## src/rtl/lport_rx_pkg.sv

```systemverilog
package lport_rx_pkg;
  localparam int DAT_W     = 8;
  localparam int NIB_W     = 4;
  localparam int WORD_W    = 48;
  localparam int BUF_DEPTH = 2;
  localparam int CNT_W     = 4;

  typedef logic [1:0]        fill_t;
  typedef logic [CNT_W-1:0]  cnt_t;
  typedef logic [WORD_W-1:0] word_t;

  // samples needed for one word in the selected mode
  function automatic cnt_t beats_per_word(input logic wide, input logic long_w);
    if (long_w) return wide ? cnt_t'(6) : cnt_t'(12);
    else        return wide ? cnt_t'(4) : cnt_t'(8);
  endfunction

  // place one sample at slot idx of the accumulating word
  function automatic word_t merge_beat(input word_t acc, input cnt_t idx,
                                       input logic [DAT_W-1:0] d, input logic wide);
    word_t ext;
    int unsigned sh;
    ext = wide ? word_t'(d) : word_t'(d[NIB_W-1:0]);
    sh  = wide ? (32'(idx) << 3) : (32'(idx) << 2);
    return acc | (ext << sh);
  endfunction
endpackage

```

## src/rtl/lport_rx_sync.sv

```systemverilog
module lport_rx_sync #(
  parameter int DEPTH = 2,
  parameter int DW    = 8
) (
  input  logic          clk,
  input  logic          rst_n,
  input  logic          link_clk,
  input  logic [DW-1:0] link_dat,
  output logic          fall,
  output logic [DW-1:0] dat_q
);
  logic [DEPTH:0]  ck_sr;
  logic [DW-1:0]   dat_sr [DEPTH];

  always_ff @(posedge clk or negedge rst_n) begin
    if (!rst_n) ck_sr <= '0;
    else        ck_sr <= {ck_sr[DEPTH-1:0], link_clk};
  end

  generate
    for (genvar s = 0; s < DEPTH; s++) begin : g_dat
      always_ff @(posedge clk or negedge rst_n) begin
        if (!rst_n)      dat_sr[s] <= '0;
        else if (s == 0) dat_sr[s] <= link_dat;
        else             dat_sr[s] <= dat_sr[(s == 0) ? 0 : s-1];
      end
    end
  endgenerate

  // falling edge seen one stage past the synchroniser output
  assign fall  = ck_sr[DEPTH] & ~ck_sr[DEPTH-1];
  assign dat_q = dat_sr[DEPTH-1];
endmodule

```

## src/rtl/lport_rx_asm.sv

```systemverilog
module lport_rx_asm
  import lport_rx_pkg::*;
(
  input  logic             clk,
  input  logic             rst_n,
  input  logic             enable,
  input  logic             wide,
  input  logic             long_w,
  input  logic             fall,
  input  logic [DAT_W-1:0] dat,
  output logic             beat,
  output logic             word_done,
  output word_t            word,
  output logic             busy,
  output cnt_t             beat_cnt
);
  word_t acc;
  cnt_t  last_idx;

  assign last_idx  = beats_per_word(wide, long_w) - cnt_t'(1);
  assign beat      = enable & fall;
  assign word      = merge_beat(acc, beat_cnt, dat, wide);
  assign word_done = beat & (beat_cnt == last_idx);
  assign busy      = (beat_cnt != '0);

  always_ff @(posedge clk or negedge rst_n) begin
    if (!rst_n) begin
      beat_cnt <= '0;
      acc      <= '0;
    end else if (!enable) begin
      beat_cnt <= '0;
      acc      <= '0;
    end else if (word_done) begin
      beat_cnt <= '0;
      acc      <= '0;
    end else if (beat) begin
      beat_cnt <= beat_cnt + cnt_t'(1);
      acc      <= word;
    end
  end
endmodule

```

## src/rtl/lport_rx_buf.sv

```systemverilog
module lport_rx_buf
  import lport_rx_pkg::*;
(
  input  logic  clk,
  input  logic  rst_n,
  input  logic  push,
  input  word_t push_data,
  input  logic  pop,
  output word_t head,
  output fill_t fill,
  output logic  drop
);
  word_t mem [BUF_DEPTH];
  logic  wp, rp, accept, pop_ok;

  assign pop_ok = pop & (fill != fill_t'(0));
  assign accept = push & ((fill != fill_t'(BUF_DEPTH)) | pop_ok);
  assign drop   = push & ~accept;
  assign head   = mem[rp];

  always_ff @(posedge clk or negedge rst_n) begin
    if (!rst_n) begin
      wp   <= 1'b0;
      rp   <= 1'b0;
      fill <= '0;
      for (int i = 0; i < BUF_DEPTH; i++) mem[i] <= '0;
    end else begin
      if (accept) begin
        mem[wp] <= push_data;
        wp      <= ~wp;
      end
      if (pop_ok) rp <= ~rp;
      fill <= fill + fill_t'(accept) - fill_t'(pop_ok);
    end
  end
endmodule

```

## src/rtl/lport_rx.sv

```systemverilog
module lport_rx
  import lport_rx_pkg::*;
#(
  parameter int SYNC_DEPTH = 2
) (
  input  logic        clk,
  input  logic        rst_n,
  input  logic        enable,
  input  logic        wide_path,
  input  logic        long_word,
  input  logic        dma_on,
  input  logic        link_clk,
  input  logic [7:0]  link_dat,
  output logic        link_ack,
  input  logic        rd_en,
  output logic [47:0] rd_data,
  output logic        rd_valid,
  output logic        rd_err,
  output logic        buf_empty,
  output logic        buf_nempty,
  output logic        irq
);
  logic             fall, beat, push, busy, pop_ok, drop, buf_full;
  logic [DAT_W-1:0] dat_sync;
  word_t            word, head;
  cnt_t             beat_cnt;
  fill_t            fill_lvl;

  lport_rx_sync #(.DEPTH(SYNC_DEPTH), .DW(DAT_W)) u_sync (
    .clk(clk), .rst_n(rst_n), .link_clk(link_clk), .link_dat(link_dat),
    .fall(fall), .dat_q(dat_sync)
  );

  lport_rx_asm u_asm (
    .clk(clk), .rst_n(rst_n), .enable(enable), .wide(wide_path), .long_w(long_word),
    .fall(fall), .dat(dat_sync), .beat(beat), .word_done(push), .word(word),
    .busy(busy), .beat_cnt(beat_cnt)
  );

  lport_rx_buf u_buf (
    .clk(clk), .rst_n(rst_n), .push(push), .push_data(word), .pop(rd_en),
    .head(head), .fill(fill_lvl), .drop(drop)
  );

  assign pop_ok     = rd_en & (fill_lvl != fill_t'(0));
  assign buf_empty  = (fill_lvl == fill_t'(0));
  assign buf_nempty = ~buf_empty;
  assign buf_full   = (fill_lvl == fill_t'(BUF_DEPTH)) |
                      ((fill_lvl == fill_t'(BUF_DEPTH-1)) & busy);
  assign link_ack   = enable & ~buf_full;
  assign irq        = buf_nempty & ~dma_on;

  always_ff @(posedge clk or negedge rst_n) begin
    if (!rst_n) begin
      rd_valid <= 1'b0;
      rd_err   <= 1'b0;
      rd_data  <= '0;
    end else begin
      rd_valid <= pop_ok;
      rd_err   <= rd_en & buf_empty;
      if (rd_en) rd_data <= buf_empty ? '0 : head;
    end
  end
endmodule

```

## config.mk

```make
export PLATFORM = sky130hd
export DESIGN_NAME = lport_rx
export DESIGN_NICKNAME = d
export VERILOG_FILES = /design/src/rtl/lport_rx_pkg.sv /design/src/rtl/lport_rx_sync.sv /design/src/rtl/lport_rx_asm.sv /design/src/rtl/lport_rx_buf.sv /design/src/rtl/lport_rx.sv
export SDC_FILE = /design/constraint.sdc
export NUM_CORES = 1
export LEC_CHECK = 0
export BUFFER_PORTS_ARGS = -buffer_cell sky130_fd_sc_hd__buf_2
export CELL_PAD_IN_SITES_DETAIL_PLACEMENT = 0
export CELL_PAD_IN_SITES_GLOBAL_PLACEMENT = 1
export CORE_MARGIN = 2
export CORE_UTILIZATION = 30
export CTS_BUF_LIST = sky130_fd_sc_hd__clkbuf_16
export DETAILED_ROUTE_END_ITERATION = 8
export GPL_TIMING_DRIVEN = 0
export PLACE_DENSITY_LB_ADDON = 0.25
export SLEW_MARGIN = 30
export SYNTH_ARGS = -nofsm -noshare
export SYNTH_HDL_FRONTEND = slang
export SYNTH_SLANG_ARGS = --single-unit
export TNS_END_PERCENT = 20
```

## constraint.sdc

```tcl
create_clock -name clk -period 4.85 [get_ports clk]
set_input_delay 0.97 -clock clk [delete_from_list [all_inputs] [get_ports clk]]
set_output_delay 0.97 -clock clk [all_outputs]
set_load 0.01 [all_outputs]
```

==> results of run 1 <==
## registers in the layout, indices dropped and copies added, names as in the netlist
register        cells
u_buf.wp            1
u_asm.acc          48
u_sync.dat_sr       8
u_buf.rp            1
u_sync.ck_sr        3
u_buf.mem          96
rd_valid            1
u_buf.fill          2
u_asm.beat_cnt      4
rd_err              1
rd_data            48
u_sync.dat_q        8
## cell usage after synthesis (4+ instances only)
master	n	area share [%]
a21boi_0	12	0.95
a21o_1	12	0.95
a21oi_1	72	3.8
a22o_1	5	0.46
a22oi_1	8	0.64
a31oi_1	21	1.4
a32o_1	4	0.42
and2_1	4	0.27
buf_1	5	0.20
buf_2	12	0.64
buf_4	4	0.32
clkbuf_1	30	1.2
dfrtp_1	221	59
ha_1	6	0.80
inv_1	79	3.1
mux2_2	36	4.3
mux2_4	20	3.2
mux2i_1	69	7.3
nand2_1	26	1.0
nand3b_1	5	0.40
nor2_1	33	1.3
nor2b_1	4	0.27
o21ai_0	6	0.32
o21bai_1	8	0.64
o22ai_1	49	3.2
or3b_2	4	0.37
xnor2_1	6	0.56
## per-layer routing
| layer | wire length (um) | vias up | share of wire, % | track usage [%] |
|---|---|---|---|---|
| li1 | - | 2960 | - | - |
| met1 | 11600 | 3034 | 49 | 21.2 |
| met2 | 10600 | 114 | 45 | 23.1 |
| met3 | 1040 | 30 | 4.4 | 2.32 |
| met4 | 440 | 0 | 1.9 | 3.19 |
| met5 | 0 | - | 0 | 0 |
## kinds of logic (layout without fill, tap and decap cells)
group                    after synthesis  count (layout)  share of synthesized area (%)
AO/OA/AOI/OAI                        204             204                           13.6
multiplexers                         125             125                           14.8
AND/OR/NAND/NOR                       94              94                           5.30
buffers and inverters                133             251                           6.03
flip-flops                           221             221                           58.6
adder cells (fa/ha/maj)                6               6                          0.796
XOR/XNOR                               8               8                          0.902
## worst paths after layout
kind,from,to,slack [ns],depth (start not counted)
max in group asynchronous,rst_n,u_asm.acc[14],3.66,2
min in group asynchronous,rst_n,rd_data[38],0.38,1
setup reg to reg,u_buf.fill[1],u_buf.fill[1],2.35,10
hold / removal,u_sync.dat_sr[9],u_sync.dat_q[1],0.35,0
setup / recovery,u_asm.beat_cnt[0],link_ack,1.59,7
hold reg to reg,u_sync.dat_sr[9],u_sync.dat_q[1],0.35,0
## worst reg2reg max path, stage by stage (launching register included)
cell and delay, ns:
dfrtp_1 0.40, inv_1 0.10, nand2_1 0.11, nand2_1 0.35, clkbuf_1 0.48, inv_1 0.15, ha_1 0.31, inv_1 0.04
ha_1 0.20, xnor2_1 0.17, xnor2_1 0.14
## power by group through the flow
stage | clock network (mW) | registers, mW | logic [mW]
6_report | 2.04 | 2.06 | 0.853
5_1_grt | 2.16 | 2.09 | 0.952
4_1_cts | 2.09 | 2.07 | 0.880
3_5_place_dp | 0 | 2.10 | 0.876
3_3_place_gp | 0 | 2.10 | 0.863
2_1_floorplan | 0 | 2.14 | 0.488
## per-stage QoR
step                area (um2)  util [%]  std cells  setup TNS (ns)
CTS                      11200      36.6       1305               0
global placement         10300      33.4       1255         -278.81
floorplan                 9440         -        791               0
finish                   11200      36.6       1305               0
global route             11200      36.6       1305               0
detailed placement       10300      33.7       1257               0
## area by class of cell
type,count,area [um2]
fillers,3092,19500
flip-flops and latches,221,5530
multi-input cells,437,3350
clock buffers,27,676
well taps,396,495
repair buffers,70,405
inverters,79,297
plain buffers,54,273
clock inverters,21,219
==> impl_results.md, run 1 <==
* Run status: finished, final reports clean
* Sequential cell area fraction in the yosys report at approximately three fifths
* Number of slew-limit violations in the final report at 0
* Worst path cell trace: buf_2 -> buf_2 -> inv_1 -> ha_1 -> nand2_1 -> a31oi_1 -> buf_2
* Final hold viol count at 0
* Total standard cell area after synthesis at 9440 um2
* Area of the die at 32900 um2
* EDFF count, synth at 0
* Overall Global Routing Usage at around 15%
* Number of nets produced by synthesis at slightly above 800
* Initial cell density of the core at about 31%
* Initial antenna violation count at 0
* Transition at the pin with the smallest max-transition slack at ~0.83 ns
* Total number of vias at roughly 6100
* Final total power at ~5.0 mW
* Power share of the combinational group at between 10% and 20%
* Vias in the first global route at roughly 6400
* Number of flip-flops and latches in the synthesized netlist at approximately 220
* Vertical die dimension at approximately 180 um
* Category of the worst setup path launch point: flop
* Worst setup path category: flop to output pin
* Crit path setup slack, layout at between 1.5 and 2 ns
* Syn Area/Cell at between 10 and 15 um2
* Final worst clock skew at a little under 0.008 ns
* 1st-iter DRT viols at around 290
* Worst path top cell family by delay: buffers and inverters
* Mean routed wirelength per cell at 18.2 um
* Required time of the critical path at between 3 and 4 ns
* Insertion delay to the later sink of the worst-skew pair at roughly 0.53 ns
* Post CTS Setup Buffer Count at 0
* Setup slack at placement at ~1.1 ns
* Share of power burned in registers at 41.6%
* Critical Path Most Common Cell: buf_2
* Leakage component of the power at 5.37 nW
* Placeable Area at around 31000 um2
* H-Tree Depth at 1
* Max_cap viols at 0
* Layout cells sized above 1 at about 22%
* Type of element capturing the critical path: output pin
* Synth Flop Type: dfrtp_1
* Top-level I/O count at 70
* Unrepaired setup endpoints after global routing: no
* FMAX at roughly 0.31 GHz
* Crit-path slowest cell: dfrtp_1
* Gate count after technology mapping at about 790
* CP max FO at 10
* Post-DP HPWL at around 16000 um
* Post-synth cell types at 49
* Final number of setup-violating endpoints at 0
* Worst voltage drop across the vdd grid at approximately 0.21 mV
* Antenna cell count at 0
* Type of the tightest min-delay check: flop to flop
* TritonCTS Buffers at 27
* Net switching fraction of the power at 27.6%
* Sum of overflow across all layers after global routing at 0
* Clock tree from TritonCTS: done
* WHS at 0.346 ns
* Longest Clk Path Bufs at 3
* Worst-case headroom to the max-slew limit at 44.9%
* Count of port buffers added during placement at between 60 and 70
* Post_cts resized at 0
* Ys async rst share at 100%
* Routability cong. at 0.791
* CTS Sinks at ~220
* Power spent charging and discharging nets at between 1 and 1.5 mW
* Count of TritonRoute iterations in the first routing pass at 5
* Maximum number of pins on one net before global-route repair at 84
* Avg Vias per Cell at between 4 and 5
* Wire length of the first global-routing pass at ~38000 um
* Minimum period implied by the final worst setup slack at roughly 3.3 ns
* Delay of the slowest cell on the worst path at approximately 0.52 ns
* CTS root buffer: clkbuf_16
* Critical path arrival at roughly 2.3 ns
* Die X-Extent at 181 um
* Most common cell after layout, fill and taps aside: dfrtp_1
* Final Net Count at ~910
* Std-Cell Rows at between 60 and 70
* Final antenna-violating net count at 0
* Area Overhead vs Synth at 19.2%
* Bufs and invs on worst path at 4
* Hold-fix buffer count after cts at 0
* Cell internal power dissipation at ~3.6 mW
* Detailed-route wire length at between 20000 and 25000 um
* Residual DRC at 0
* Proportion of power drawn by the clock network at around two fifths
* Post-route fraction of the period consumed by the critical path at around two thirds
* Top library cells by usage in the layout, fill and taps aside: dfrtp_1 (221), inv_1 (83), buf_2 (79)
* Power per unit of standard cell area at 441 nW/um2
* Clock transition time at the flip-flop clock pins of the worst setup and hold paths at about 0.060 ns
* Number of warnings issued by yosys at 0
No activity file was read; power rests on OpenSTA's default activity.
==> run 2: changes to the inputs <==
==> constraint.sdc (replaced) <==
create_clock -name clk -period 2.62 [get_ports clk]
set_input_delay 0.524 -clock clk [delete_from_list [all_inputs] [get_ports clk]]
set_output_delay 0.524 -clock clk [all_outputs]
set_load 0.01 [all_outputs]
==> run 2 against run 1 <==
Against the previous run: sequential share of layout area decreased by 0.24 points; clock-buffer cell count is the same; register-to-register slack got worse by 2.1 ns; final cell count is 0.15% higher.
==> impl_results.md, run 2 (synthesis gave the netlist of run 1 again) <==
* Worst-case headroom to the max-slew limit at 44.0% (was 44.9%)
* Count of TritonRoute iterations in the first routing pass at 4 (was 5)
* Final Net Count at 914 (was 912)
* Antenna cell count at 0 (unchanged)
* CP max FO at 10 (unchanged)
* Count of port buffers added during placement at 68 (unchanged)
* TritonCTS Buffers at 27 (unchanged)
* Placeable Area at 30700 um2 (unchanged)
* Count of filler cells inserted in the layout at 3093 (was 3092)
* Die X-Extent at 181 um (unchanged)
* Transition at the pin with the smallest max-transition slack at 0.840 ns (was 0.826 ns)
* FMAX at about 0.40 GHz
* Detailed-route wire length at 23700 um (about the same)
* Wire length of the first global-routing pass at 37800 um (was 37700 um)
* Number of slew-limit violations in the final report at 0 (unchanged)
* Largest registers in the final layout: u_buf.mem: 96 flops, rd_data: 48 flops, u_asm.acc: 48 flops (unchanged)
* Std-Cell Rows at 64 (unchanged)
* Insertion delay to the later sink of the worst-skew pair at 0.52 ns (was 0.53 ns)
* Type of element capturing the critical path: output pin (unchanged)
* Initial antenna violation count at 0 (unchanged)
* Delay of the slowest cell on the worst path at 0.48 ns (was 0.52 ns)
* Minimum period implied by the final worst setup slack at about 2.5 ns
* Worst setup path category: flop to output pin (unchanged)
* Final hold viol count at 0 (unchanged)
* Type of the tightest min-delay check: input port to flop (was flop to flop)
* Largest reg by FF count: u_buf.mem (unchanged)
* Worst path top cell family by delay: buffers and inverters (unchanged)
* Layout cells sized above 1 at 22.3% (was 21.7%)
* Max_cap viols at 0 (unchanged)
* Maximum number of pins on one net before global-route repair at 84 (unchanged)
* Top library cells by usage in the layout, fill and taps aside: dfrtp_1 (220), inv_1 (83), buf_2 (76) (was dfrtp_1 (221), inv_1 (83), buf_2 (79))
* Overall Global Routing Usage at 14.7% (was 14.6%)
* Mean routed wirelength per cell at 18.1 um (was 18.2 um)
* Top-level I/O count at 70 (unchanged)
* Initial cell density of the core at 30.7% (unchanged)
* Final antenna-violating net count at 0 (unchanged)
* Bufs and invs on worst path at 4 (unchanged)
* Category of the worst setup path launch point: flop (unchanged)
* Routability cong. at 0.791 (unchanged)
* Crit-path slowest cell: dfrtp_2 (was dfrtp_1)
* CTS Sinks at 221 (unchanged)
* Total number of vias at 6121 (was 6138)
* H-Tree Depth at 1 (unchanged)
* Residual DRC at 0 (unchanged)
* Clock tree from TritonCTS: done (unchanged)
* Vias in the first global route at 6381 (was 6358)
* Worst path cell trace: buf_6 -> buf_4 -> inv_1 -> ha_1 -> nand2_1 -> a31oi_2 -> buf_2 (was buf_2 -> buf_2 -> inv_1 -> ha_1 -> nand2_1 -> a31oi_1 -> buf_2)
* Post-route fraction of the period consumed by the critical path at a little under 100%
* Leakage component of the power at 5.40 nW (was 5.37 nW)
* Area of the die at 32900 um2 (unchanged)
* Worst voltage drop across the vdd grid at 0.380 mV (was 0.205 mV)
* CTS root buffer: clkbuf_16 (unchanged)
* Post-DP HPWL at 15900 um (unchanged)
* 1st-iter DRT viols at 282 (was 293)
* Run status: finished, final reports clean (unchanged)
* Post-Layout Inst Area at 11300 um2 (was 11200 um2)
* Power per unit of standard cell area at 813 nW/um2 (was 441 nW/um2)
* Longest Clk Path Bufs at 3 (unchanged)
* Final number of setup-violating endpoints at 0 (unchanged)
* Max FFs per register at 96 (unchanged)
* Clock transition time at the flip-flop clock pins of the worst setup and hold paths at 0.06 ns (about the same)
* Final worst clock skew at 0.00906 ns (was 0.00796 ns)
* Critical path arrival at 2.00 ns (was 2.29 ns)
* Share of the core filled with cells at 36.8% (was 36.6%)
* Area Overhead vs Synth at 19.8% (was 19.2%)
* Required time of the critical path at 2.10 ns (was 3.88 ns)
* Cell area reported after detailed placement at 10300 um2 (unchanged)
* Sum of overflow across all layers after global routing at 0 (unchanged)
* Vertical die dimension at 181 um (unchanged)
* Unrepaired setup endpoints after global routing: yes (was no)
* Most common cell after layout, fill and taps aside: dfrtp_1 (unchanged)
* Avg Vias per Cell at 4.68 (was 4.70)
==> run 2: final timing paths <==
kind | endpoint | slack, ns | from | cells after the start
worst max-delay path | link_ack | 0.09 | u_asm.beat_cnt[0] | 7
worst min-delay path | u_sync.dat_sr[14] | 0.11 | link_dat[6] | 1
worst max register to register | u_buf.fill[1] | 0.28 | u_buf.fill[1] | 10
worst min register to register | u_sync.dat_q[1] | 0.35 | u_sync.dat_sr[9] | 0
max in group asynchronous | u_asm.acc[14] | 1.27 | rst_n | 3
min in group asynchronous | rd_data[38] | 0.54 | rst_n | 2
==> run 2: routing by layer <==
metal	part of all wire (%)	vias to the layer above	track usage [%]
met1	49	3003	21.1
li1	-	2964	-
met5	0	-	0
met2	45	120	23.0
met4	2.3	0	3.74
met3	4.3	34	2.32
==> run 2: timing repair <==
item,4_1_cts,5_1_grt
hold buffers,1,0
endpoints found under the setup margin,41,93
resized for setup,6,2
pin swaps,2,0
setup buffers,3,0
endpoints found under the hold margin,58,0
==> run 2: stage by stage <==
step	hold slack, ns	worst slack (ns)	power, mW	TNS (ns)	instances
detailed placement	0.335	-0.694	5.51	-69.90	1257
global placement	0.335	-3.07	5.48	-742.73	1255
global route	0.0868	-0.00693	9.63	-0.00693	1307
finish	0.107	0.0944	9.19	0	1307
CTS	0.0819	0.0306	9.34	0	1308
floorplan	0.228	0.0377	4.86	0	791
==> run 2: final cells by class <==
class	instances	area [um2]	area share, %
Sequential cell	221	5530	48.9
Multi-Input combinational cell	437	3350	29.7
Clock buffer	27	676	5.98
Tap cell	396	495	4.38
Timing Repair Buffer	74	450	3.99
Inverter	79	297	2.62
Buffer	52	278	2.46
Clock inverter	21	219	1.94
==> run 2: power by group <==
group	internal, mW	switching, mW
clock network	2.34	1.43
logic	0.618	0.973
registers	3.68	0.140
total	6.65	2.54
